$ cat config.mk
export PLATFORM = sky130hd
export DESIGN_NAME = adc_conv_seq
export DESIGN_NICKNAME = d
export VERILOG_FILES = /design/src/rtl/adc_seq_pkg.sv /design/src/rtl/adc_conv_timer.sv /design/src/rtl/adc_rate_timer.sv /design/src/rtl/adc_result_buf.sv /design/src/rtl/adc_conv_seq.sv
export SDC_FILE = /design/constraint.sdc
export NUM_CORES = 1
export LEC_CHECK = 0
export BUFFER_PORTS_ARGS = -buffer_cell sky130_fd_sc_hd__buf_2
export CAP_MARGIN = 10
export CELL_PAD_IN_SITES_DETAIL_PLACEMENT = 1
export CELL_PAD_IN_SITES_GLOBAL_PLACEMENT = 1
export CORE_UTILIZATION = 42
export DETAILED_ROUTE_END_ITERATION = 10
export PLACE_DENSITY_LB_ADDON = 0.2
export SLEW_MARGIN = 30
export SYNTH_ARGS = -nofsm -noshare
export SYNTH_HDL_FRONTEND = slang
export SYNTH_SLANG_ARGS = --single-unit
$ cat constraint.sdc
create_clock -name clk_i -period 3.19 [get_ports clk_i]
set_clock_uncertainty 0.15 [all_clocks]
set_input_delay 0.4785 -clock clk_i [delete_from_list [all_inputs] [get_ports clk_i]]
set_output_delay 0.4785 -clock clk_i [all_outputs]
set_load 0.005 [all_outputs]
$ cat src/rtl/adc_seq_pkg.sv
package adc_seq_pkg;
  typedef enum logic {
    CONV_IDLE = 1'b0,
    CONV_RUN  = 1'b1
  } conv_state_e;

  function automatic int unsigned cnt_width(input int unsigned n);
    return (n < 2) ? 1 : $clog2(n);
  endfunction
endpackage

$ cat src/rtl/adc_conv_timer.sv
module adc_conv_timer
  import adc_seq_pkg::*;
#(
  parameter int unsigned CONV_CYCLES   = 156,
  parameter int unsigned SAMPLE_CYCLES = 4
) (
  input  logic clk_i,
  input  logic rst_ni,
  input  logic start_i,
  output logic busy_o,
  output logic sample_o,
  output logic conv_start_o,
  output logic last_o,
  output logic done_o
);
  localparam int unsigned CNT_W = cnt_width(CONV_CYCLES);
  localparam logic [CNT_W-1:0] CNT_INIT = CNT_W'(CONV_CYCLES - 1);
  localparam logic [CNT_W-1:0] SMP_LIM  = CNT_W'(CONV_CYCLES - SAMPLE_CYCLES);

  conv_state_e      state_q;
  logic [CNT_W-1:0] cnt_q;
  logic             start_q;
  logic             done_q;

  always_ff @(posedge clk_i or negedge rst_ni) begin
    if (!rst_ni) begin
      state_q <= CONV_IDLE;
      cnt_q   <= '0;
      start_q <= 1'b0;
      done_q  <= 1'b0;
    end else begin
      start_q <= 1'b0;
      done_q  <= 1'b0;
      unique case (state_q)
        CONV_IDLE: begin
          if (start_i) begin
            state_q <= CONV_RUN;
            cnt_q   <= CNT_INIT;
            start_q <= 1'b1;
          end
        end
        CONV_RUN: begin
          if (cnt_q == '0) begin
            state_q <= CONV_IDLE;
            done_q  <= 1'b1;
          end else begin
            cnt_q <= cnt_q - 1'b1;
          end
        end
        default: state_q <= CONV_IDLE;
      endcase
    end
  end

  assign busy_o       = (state_q == CONV_RUN);
  assign last_o       = busy_o && (cnt_q == '0);
  assign sample_o     = busy_o && (cnt_q >= SMP_LIM);
  assign conv_start_o = start_q;
  assign done_o       = done_q;
endmodule

$ cat src/rtl/adc_rate_timer.sv
module adc_rate_timer #(
  parameter int unsigned RATE_W = 12
) (
  input  logic              clk_i,
  input  logic              rst_ni,
  input  logic              cont_en_i,
  input  logic              start_i,
  input  logic [RATE_W-1:0] rate_i,
  output logic              expired_o
);
  logic [RATE_W-1:0] tmr_q;
  logic [RATE_W-1:0] reload;

  // counter reaches zero rate_i clocks after a start
  assign reload = (rate_i == '0) ? '0 : rate_i - 1'b1;

  always_ff @(posedge clk_i or negedge rst_ni) begin
    if (!rst_ni) begin
      tmr_q <= '0;
    end else if (!cont_en_i) begin
      tmr_q <= '0;
    end else if (start_i) begin
      tmr_q <= reload;
    end else if (tmr_q != '0) begin
      tmr_q <= tmr_q - 1'b1;
    end
  end

  assign expired_o = (tmr_q == '0);
endmodule

$ cat src/rtl/adc_result_buf.sv
module adc_result_buf #(
  parameter int unsigned DATA_W = 10
) (
  input  logic              clk_i,
  input  logic              rst_ni,
  input  logic              capture_i,
  input  logic [DATA_W-1:0] data_i,
  output logic [7:0]        lo_o,
  output logic [DATA_W-9:0] hi_o
);
  localparam int unsigned HI_W = DATA_W - 8;

  logic [7:0]      lo_q;
  logic [HI_W-1:0] hi_q;

  always_ff @(posedge clk_i or negedge rst_ni) begin
    if (!rst_ni) begin
      lo_q <= '0;
      hi_q <= '0;
    end else if (capture_i) begin
      lo_q <= data_i[7:0];
      hi_q <= data_i[DATA_W-1:8];
    end
  end

  assign lo_o = lo_q;
  assign hi_o = hi_q;
endmodule

$ cat src/rtl/adc_conv_seq.sv
module adc_conv_seq #(
  parameter int unsigned DATA_W        = 10,
  parameter int unsigned RATE_W        = 12,
  parameter int unsigned CONV_CYCLES   = 156,
  parameter int unsigned SAMPLE_CYCLES = 4
) (
  input  logic              clk_i,
  input  logic              rst_ni,
  input  logic              ctrl_wr_i,
  input  logic              start_bit_i,
  input  logic              cont_en_i,
  input  logic [RATE_W-1:0] rate_i,
  input  logic [DATA_W-1:0] adc_data_i,
  output logic              busy_o,
  output logic              conv_start_o,
  output logic              sample_o,
  output logic              done_o,
  output logic [7:0]        buf_lo_o,
  output logic [DATA_W-9:0] buf_hi_o
);
  logic manual_req, auto_req, start, last, expired;

  // manual writes only count outside continuous mode
  assign manual_req = ctrl_wr_i && start_bit_i && !cont_en_i;
  assign auto_req   = cont_en_i && expired;
  assign start      = !busy_o && (manual_req || auto_req);

  adc_conv_timer #(
    .CONV_CYCLES  (CONV_CYCLES),
    .SAMPLE_CYCLES(SAMPLE_CYCLES)
  ) u_conv (
    .clk_i       (clk_i),
    .rst_ni      (rst_ni),
    .start_i     (start),
    .busy_o      (busy_o),
    .sample_o    (sample_o),
    .conv_start_o(conv_start_o),
    .last_o      (last),
    .done_o      (done_o)
  );

  adc_rate_timer #(
    .RATE_W(RATE_W)
  ) u_rate (
    .clk_i    (clk_i),
    .rst_ni   (rst_ni),
    .cont_en_i(cont_en_i),
    .start_i  (start),
    .rate_i   (rate_i),
    .expired_o(expired)
  );

  adc_result_buf #(
    .DATA_W(DATA_W)
  ) u_buf (
    .clk_i    (clk_i),
    .rst_ni   (rst_ni),
    .capture_i(last),
    .data_i   (adc_data_i),
    .lo_o     (buf_lo_o),
    .hi_o     (buf_hi_o)
  );
endmodule

==> flow_summary.json, run 1 <==
{
  "setup.worst_path.start": "u_conv.cnt_q[0]$_DFFE_PN0P_",
  "grt_start_max_net_pins": 34,
  "nFillCells": 503,
  "initial_core_util_pct": 45.0,
  "status": "completed",
  "p_per_area_nw_per_um2": 685,
  "wire_per_inst_um": 17.5,
  "cts_setup_buffers": 0,
  "slew_violations": 0,
  "setup_tns_ns": 0,
  "final_hold_viol_count": 0,
  "area_growth_pct": 19.0,
  "crit_type": "reg2reg",
  "clk_pin_slew_worst_paths_ns": 0.07,
  "die-area_um2": 5070,
  "postSynth.asyncResetShare_pct": 100,
  "core_area_um2": 4470,
  "remaining_drc_errors": 0,
  "grt_pass1_wl_um": 8850,
  "post_cts_resized": 0,
  "syn_avg_cell_area_um2": 10.1,
  "fin_area_um2": 2390,
  "utilization_pct": 53.5,
  "synthSimpleGateAreaFrac_pct": 23.1,
  "die_h_um": 71.2,
  "io_buffers": 40,
  "ctsHoldBuffers": 0,
  "drt_iter0_markers": 67,
  "overflow": 0,
  "cts_tree": "done",
  "critPathCaptureType": "flip-flop",
  "cts_buffer_depth": 2,
  "syn_nets": 232,
  "crit_path_start_kind": "flip-flop",
  "synth_ff_type": "dfrtp_1",
  "ant_nets": 0,
  "seq_area_frac_synth_pct": 41.0,
  "wl_um": 5220,
  "worst_hold_slack_ns": 0.105,
  "diodes": 0,
  "cp.required_ns": 3.21,
  "worst_pin_slew_ns": 0.744,
  "rsz0062_at_grt": "false",
  "synthXorXnorAreaFrac_pct": 6.97,
  "place_congestion": 0.779,
  "r2r_start": "u_conv.cnt_q[0]$_DFFE_PN0P_",
  "period_share_pct": 75.9,
  "grt_use_total_pct": 22.8,
  "synth_cell_types": 45,
  "maxCapViolCount": 0,
  "drive_above_1_share_pct": 30.1,
  "synth-seq-cells": 33,
  "hp-class": "in2async",
  "post-route-min-period_ns": 2.42,
  "arrival_ns": 2.45,
  "rows": 24,
  "drt_pre_antenna_iters": 4,
  "synth_compound_area_share_pct": 13.0,
  "netlist_area_um2": 2010,
  "setup_viol": 0,
  "via_per_inst": 5.81,
  "synth_top_family_by_area": "simple AND/OR/NAND/NOR gates",
  "num_vias": 1731,
  "power.leakage_nw": 1.08,
  "insertion_delay_ns": 0.28,
  "cts_buffers": 5,
  "grt_pass1_vias": 1763,
  "yosys_warnings": 0,
  "netlist_instances": 199,
  "final_nets": 278,
  "root_buffer": "clkbuf_8",
  "die_w_um": 71.2,
  "relSlewSlack_pct": 50.4,
  "vdd_drop_max_mv": 0.324,
  "placed_cell_area_um2": 2290,
  "dp_hpwl_um": 3950,
  "path_max_fanout": 7,
  "pin_count": 41,
  "antenna_found_initial": 0,
  "synthAdderAreaFrac_pct": 3.73,
  "synth_edf_count": 0,
  "muxShareOfSynthArea_pct": 9.20,
  "fmax_mhz": 413,
  "htree_levels": 2,
  "clock_sinks": 33
}
## metrics by stage
stage	cells	total power, mW	worst slack, ns
2_1_floorplan	199	1.09	0.982
3_3_place_gp	290	1.27	0.851
3_5_place_dp	290	1.29	0.789
4_1_cts	298	1.65	0.776
5_1_grt	298	1.76	0.576
6_report	298	1.64	0.768
## power by group
| group | internal [mW] | switching (mW) |
|---|---|---|
| registers | 0.526 | 0.130 |
| logic | 0.310 | 0.326 |
| clock network | 0.195 | 0.152 |
## path summary, 6_finish.rpt
path | end | slack, ns | cells past startpoint
worst max-delay path | u_conv.cnt_q[1]$_DFFE_PN0P_ | 0.77 | 6
worst min-delay path | u_rate.tmr_q[11]$_DFFE_PN0P_ | 0.11 | 1
worst max register to register | u_conv.cnt_q[1]$_DFFE_PN0P_ | 0.77 | 6
worst min register to register | u_buf.lo_o[0]$_DFFE_PN0P_ | 0.36 | 1
max in group asynchronous | u_rate.tmr_q[3]$_DFFE_PN0P_ | 2.31 | 1
min in group clk_i | u_buf.lo_o[4]$_DFFE_PN0P_ | 0.27 | 2
## Yosys cell counts, types with 6 or more instances
library cell	instances	area, µm²
mux2_2	12	135
dfrtp_1	33	826
ha_1	6	75.1
nand2_1	10	37.5
xor2_1	12	105
inv_1	10	37.5
nand3_1	6	30.0
or3_1	6	37.5
nor4_1	6	37.5
nor3_1	6	30.0
nor2_1	14	52.6
## cell type report
class | count | area, µm² | area share (%)
multi-input combinational | 150 | 1130 | 47.0
clock inverter | 1 | 5.00 | 0.209
sequential | 33 | 826 | 34.5
timing repair buffer | 45 | 238 | 9.93
inverter | 10 | 37.5 | 1.57
tap | 52 | 65.1 | 2.72
clock buffer | 7 | 96.3 | 4.03
## flip-flops by register name (all words and copies together), names as in the netlist
register / cells
u_buf.hi_o: 2
u_conv.cnt_q: 8
u_conv.busy_o: 1
u_conv.done_o: 1
u_buf.lo_o: 8
u_rate.tmr_q: 12
u_conv.conv_start_o: 1
## cells by family (layout without fill, tap and decap cells)
logic type,count (synthesis),in the layout
AND/OR/NAND/NOR,77,77
AO/OA/AOI/OAI,34,34
flip-flops,33,33
multiplexers,17,17
XOR/XNOR,16,16
buffers and inverters,16,63
adder cells (fa/ha/maj),6,6
## layout by cell type, fill, tap and decap left out, drive strengths merged, types with 2 or more instances in the layout
master,instances
or3,6
nand2b,3
a21boi,2
nor4,6
dfrtp,33
a22oi,2
nand3,6
a21oi,3
o211ai,3
mux2i,5
or4,5
a221oi,2
xnor2,4
a2111oi,3
nand3b,3
nand2,10
buf,45
o21ai,2
a211oi,5
nor2,14
nor3,6
o22ai,5
xor2,12
or2,3
mux2,12
clkbuf,7
ha,6
nor4b,5
nand4b,3
inv,10
nor3b,3
## critical path: stages (launching register included)
cell	delay, ns
dfrtp_1	0.39
inv_1	0.11
ha_1	0.14
or4b_2	0.67
o21ai_2	0.30
nand3_1	0.23
mux2_2	0.32
## routing by layer
layer | share of wire [%] | GRT usage [%] | up-vias
li1 | - | - | 833
met5 | 0 | 0 | -
met2 | 48 | 37.0 | 29
met3 | 3.0 | 3.80 | 9
met1 | 48 | 31.6 | 860
met4 | 1.2 | 6.00 | 0
Power figures use the tool's default switching activity.
==> inputs of run 2 (changes only) <==
Settings changed: ABC_AREA from default to 1, CORE_UTILIZATION 42 to 39.
Clock period 3.19 ns to 2.3 ns, I/O delays scaled along.
==> run 2 against run 1 <==
The flow now finishes with violations (hold timing). Worst setup slack got worse by 0.26 ns. Largest cell class unchanged. Non-clock buffer count shrank 4. Sequential share of layout area fell by 1.8 points. Global-route usage decreased by 1.7 points. Power rose by 23%.
==> flow_summary.json, run 2 <==
{
  "synthAdderAreaFrac_pct": 3.46,
  "grt_use_total_pct": 21.1,
  "syn_avg_cell_area_um2": 6.88,
  "postSynth.asyncResetShare_pct": 100,
  "dp_hpwl_um": 4370,
  "yosys-top-cells-area": "dfrtp_1, nand2_1, nor2_1",
  "period_share_pct": 78.0,
  "wl_um": 5560,
  "die-area_um2": 5860,
  "remaining_drc_errors": 0,
  "clk_pin_slew_worst_paths_ns": 0.07,
  "arrival_ns": 1.85,
  "drt_pre_antenna_iters": 4,
  "final_nets": 392,
  "critPathTopFamily": "simple AND/OR/NAND/NOR gates",
  "grt_pass1_vias": 2128,
  "yosysTopAreaCell": "dfrtp_1",
  "maxCapViolCount": 0,
  "yosys-top-cells-count": "nand2_1, nor2_1, inv_1, dfrtp_1, nand3_1",
  "synth_cell_types": 29,
  "die_w_um": 76.6,
  "insertion_delay_ns": 0.29,
  "hp-class": "in2async",
  "diodes": 0,
  "path_cells": "inv_1 > ha_1 > nand2_1 > nor2_4 > nand3b_1 > nand2_1 > inv_1 > nand2_1 > nor2_1",
  "path_max_fanout": 12,
  "rsz0062_at_grt": "false",
  "seq_area_frac_synth_pct": 38.1,
  "synth_compound_area_share_pct": 5.19,
  "final_common_cell": "nand2_1",
  "final_hold_viol_count": 33,
  "cts_buffer_depth": 2,
  "largest-register": "u_rate.tmr_q",
  "htree_levels": 2,
  "worst_hold_slack_ns": -0.0227,
  "num_vias": 2076,
  "setup_viol": 0,
  "fmax_mhz": 557,
  "synth_top_cell_area_share_pct": 38.1,
  "pin_count": 41,
  "synth_edf_count": 0,
  "vdd_drop_max_mv": 0.497,
  "ctsHoldBuffers": 0,
  "wire_per_inst_um": 12.9,
  "root_buffer": "clkbuf_8",
  "die_h_um": 76.6,
  "netlist_instances": 315,
  "relSlewSlack_pct": 48.6,
  "via_per_inst": 4.83,
  "crit_buf_inv": 2,
  "slew_violations": 0,
  "setup_tns_ns": 0,
  "worst_pin_slew_ns": 0.771,
  "slowest_delay_ns": 0.39,
  "cts_setup_buffers": 0,
  "yosys_warnings": 0,
  "core_area_um2": 5240,
  "cts_buffers": 5,
  "crit_path_start_kind": "flip-flop",
  "grt_pass1_wl_um": 9790,
  "post-route-min-period_ns": 1.79,
  "syn_nets": 348,
  "power.leakage_nw": 1.40,
  "drt_iter0_markers": 50,
  "synthXorXnorAreaFrac_pct": 3.64,
  "synth_ff_type": "dfrtp_1",
  "p_total_mw": 2.01,
  "synthSimpleGateAreaFrac_pct": 41.3,
  "crit_type": "reg2reg",
  "largest_reg_flops": 12,
  "synth_top_family_by_area": "simple AND/OR/NAND/NOR gates",
  "synth.most_common_cell": "nand2_1",
  "synth-seq-cells": 33,
  "cp.required_ns": 2.36,
  "cts_tree": "done",
  "antenna_found_initial": 0,
  "overflow": 0,
  "status": "finished, violations left",
  "layout_common_cells": "nand2_1, nor2_1, inv_1",
  "clock_sinks": 33,
  "crit_slowest_cell": "dfrtp_1",
  "fin_area_um2": 2520,
  "critPathCaptureType": "flip-flop",
  "place_congestion": 0.799,
  "area_growth_pct": 16.3,
  "muxShareOfSynthArea_pct": 0,
  "post_cts_resized": 0,
  "netlist_area_um2": 2170,
  "placed_cell_area_um2": 2440,
  "ant_nets": 0,
  "cpMostUsedCell": "nand2_1",
  "grt_start_max_net_pins": 34,
  "drive_above_1_share_pct": 19.2,
  "p_per_area_nw_per_um2": 799,
  "rows": 26,
  "initial_core_util_pct": 41.4,
  "violations": "hold timing",
  "nFillCells": 715,
  "io_buffers": 40
}
-- run 2: changes by cell type after synthesis, sizes merged, moves of 5 or more --
cell   delta
o22ai     -5
or4       -5
or3       -6
mux2i     -5
nand3    +23
nor2     +43
xor2      -5
mux2     -12
nand2   +105
nor4b     -5
inv      +31
nor4      -6
-- run 2: cells by family after synthesis --
logic type / after synthesis
compound gates: 16
simple gates: 206
flops: 33
fa+ha+maj: 6
xor+xnor: 9
buf+inv: 45
-- run 2: where the power goes --
part	internal (mW)	switching, mW	total, mW
Clock	0.209	0.221	0.430
Combinational	0.315	0.533	0.848
Sequential	0.662	0.0748	0.737
-- run 2: worst paths after layout --
kind | cells after the start | start | endpoint | slack [ns]
worst max-delay path | 9 | u_rate.tmr_q[0]$_DFFE_PN0P_ | u_rate.tmr_q[9]$_DFFE_PN0P_ | 0.51
max in group asynchronous | 1 | rst_ni | u_rate.tmr_q[6]$_DFFE_PN0P_ | 1.53
worst min-delay path | 1 | rst_ni | u_conv.cnt_q[5]$_DFFE_PN0P_ | -0.02
min in group clk_i | 3 | adc_data_i[2] | u_buf.lo_o[2]$_DFFE_PN0P_ | 0.11
worst max register to register | 9 | u_rate.tmr_q[0]$_DFFE_PN0P_ | u_rate.tmr_q[9]$_DFFE_PN0P_ | 0.51
worst min register to register | 2 | u_buf.lo_o[4]$_DFFE_PN0P_ | u_buf.lo_o[4]$_DFFE_PN0P_ | 0.33
-- run 2: stage by stage --
stage | cells | worst slack (ns) | util, % | hold WS (ns)
after floorplan | 315 | 0.717 | - | -0.101
after global placement | 422 | 0.415 | 46.5 | 0.307
after detailed placement | 422 | 0.437 | 46.5 | 0.311
after CTS | 430 | 0.470 | 48.2 | 0.0107
after global routing | 430 | 0.347 | 48.2 | 0.0530
final | 430 | 0.506 | 48.2 | -0.0227
-- run 2: final cells by class --
class,count,area (µm²),area share [%]
inverters,41,154,6.10
clock buffers,5,68.8,2.73
flip-flops and latches,33,826,32.7
multi-input cells,237,1160,46.0
well taps,70,87.6,3.47
repair buffers,41,208,8.23
clock inverters,3,17.5,0.694
-- run 2: worst register-to-register path: stages, from the launching register on --
cell      delay (ns)
dfrtp_1         0.39
inv_1           0.09
ha_1            0.19
nand2_1         0.10
nor2_4          0.06
nand3b_1        0.11
nand2_1         0.06
inv_1           0.31
nand2_1         0.13
nor2_1          0.13
-- run 2: metal layers --
| metal | global-route usage (%) | vias to the layer above | wire length [µm] |
|---|---|---|---|
| met5 | 0 | - | 0 |
| met4 | 4.62 | 0 | 44 |
| met3 | 3.23 | 5 | 147 |
| met2 | 40.5 | 32 | 2940 |
| met1 | 24.2 | 987 | 2430 |
| li1 | - | 1052 | - |
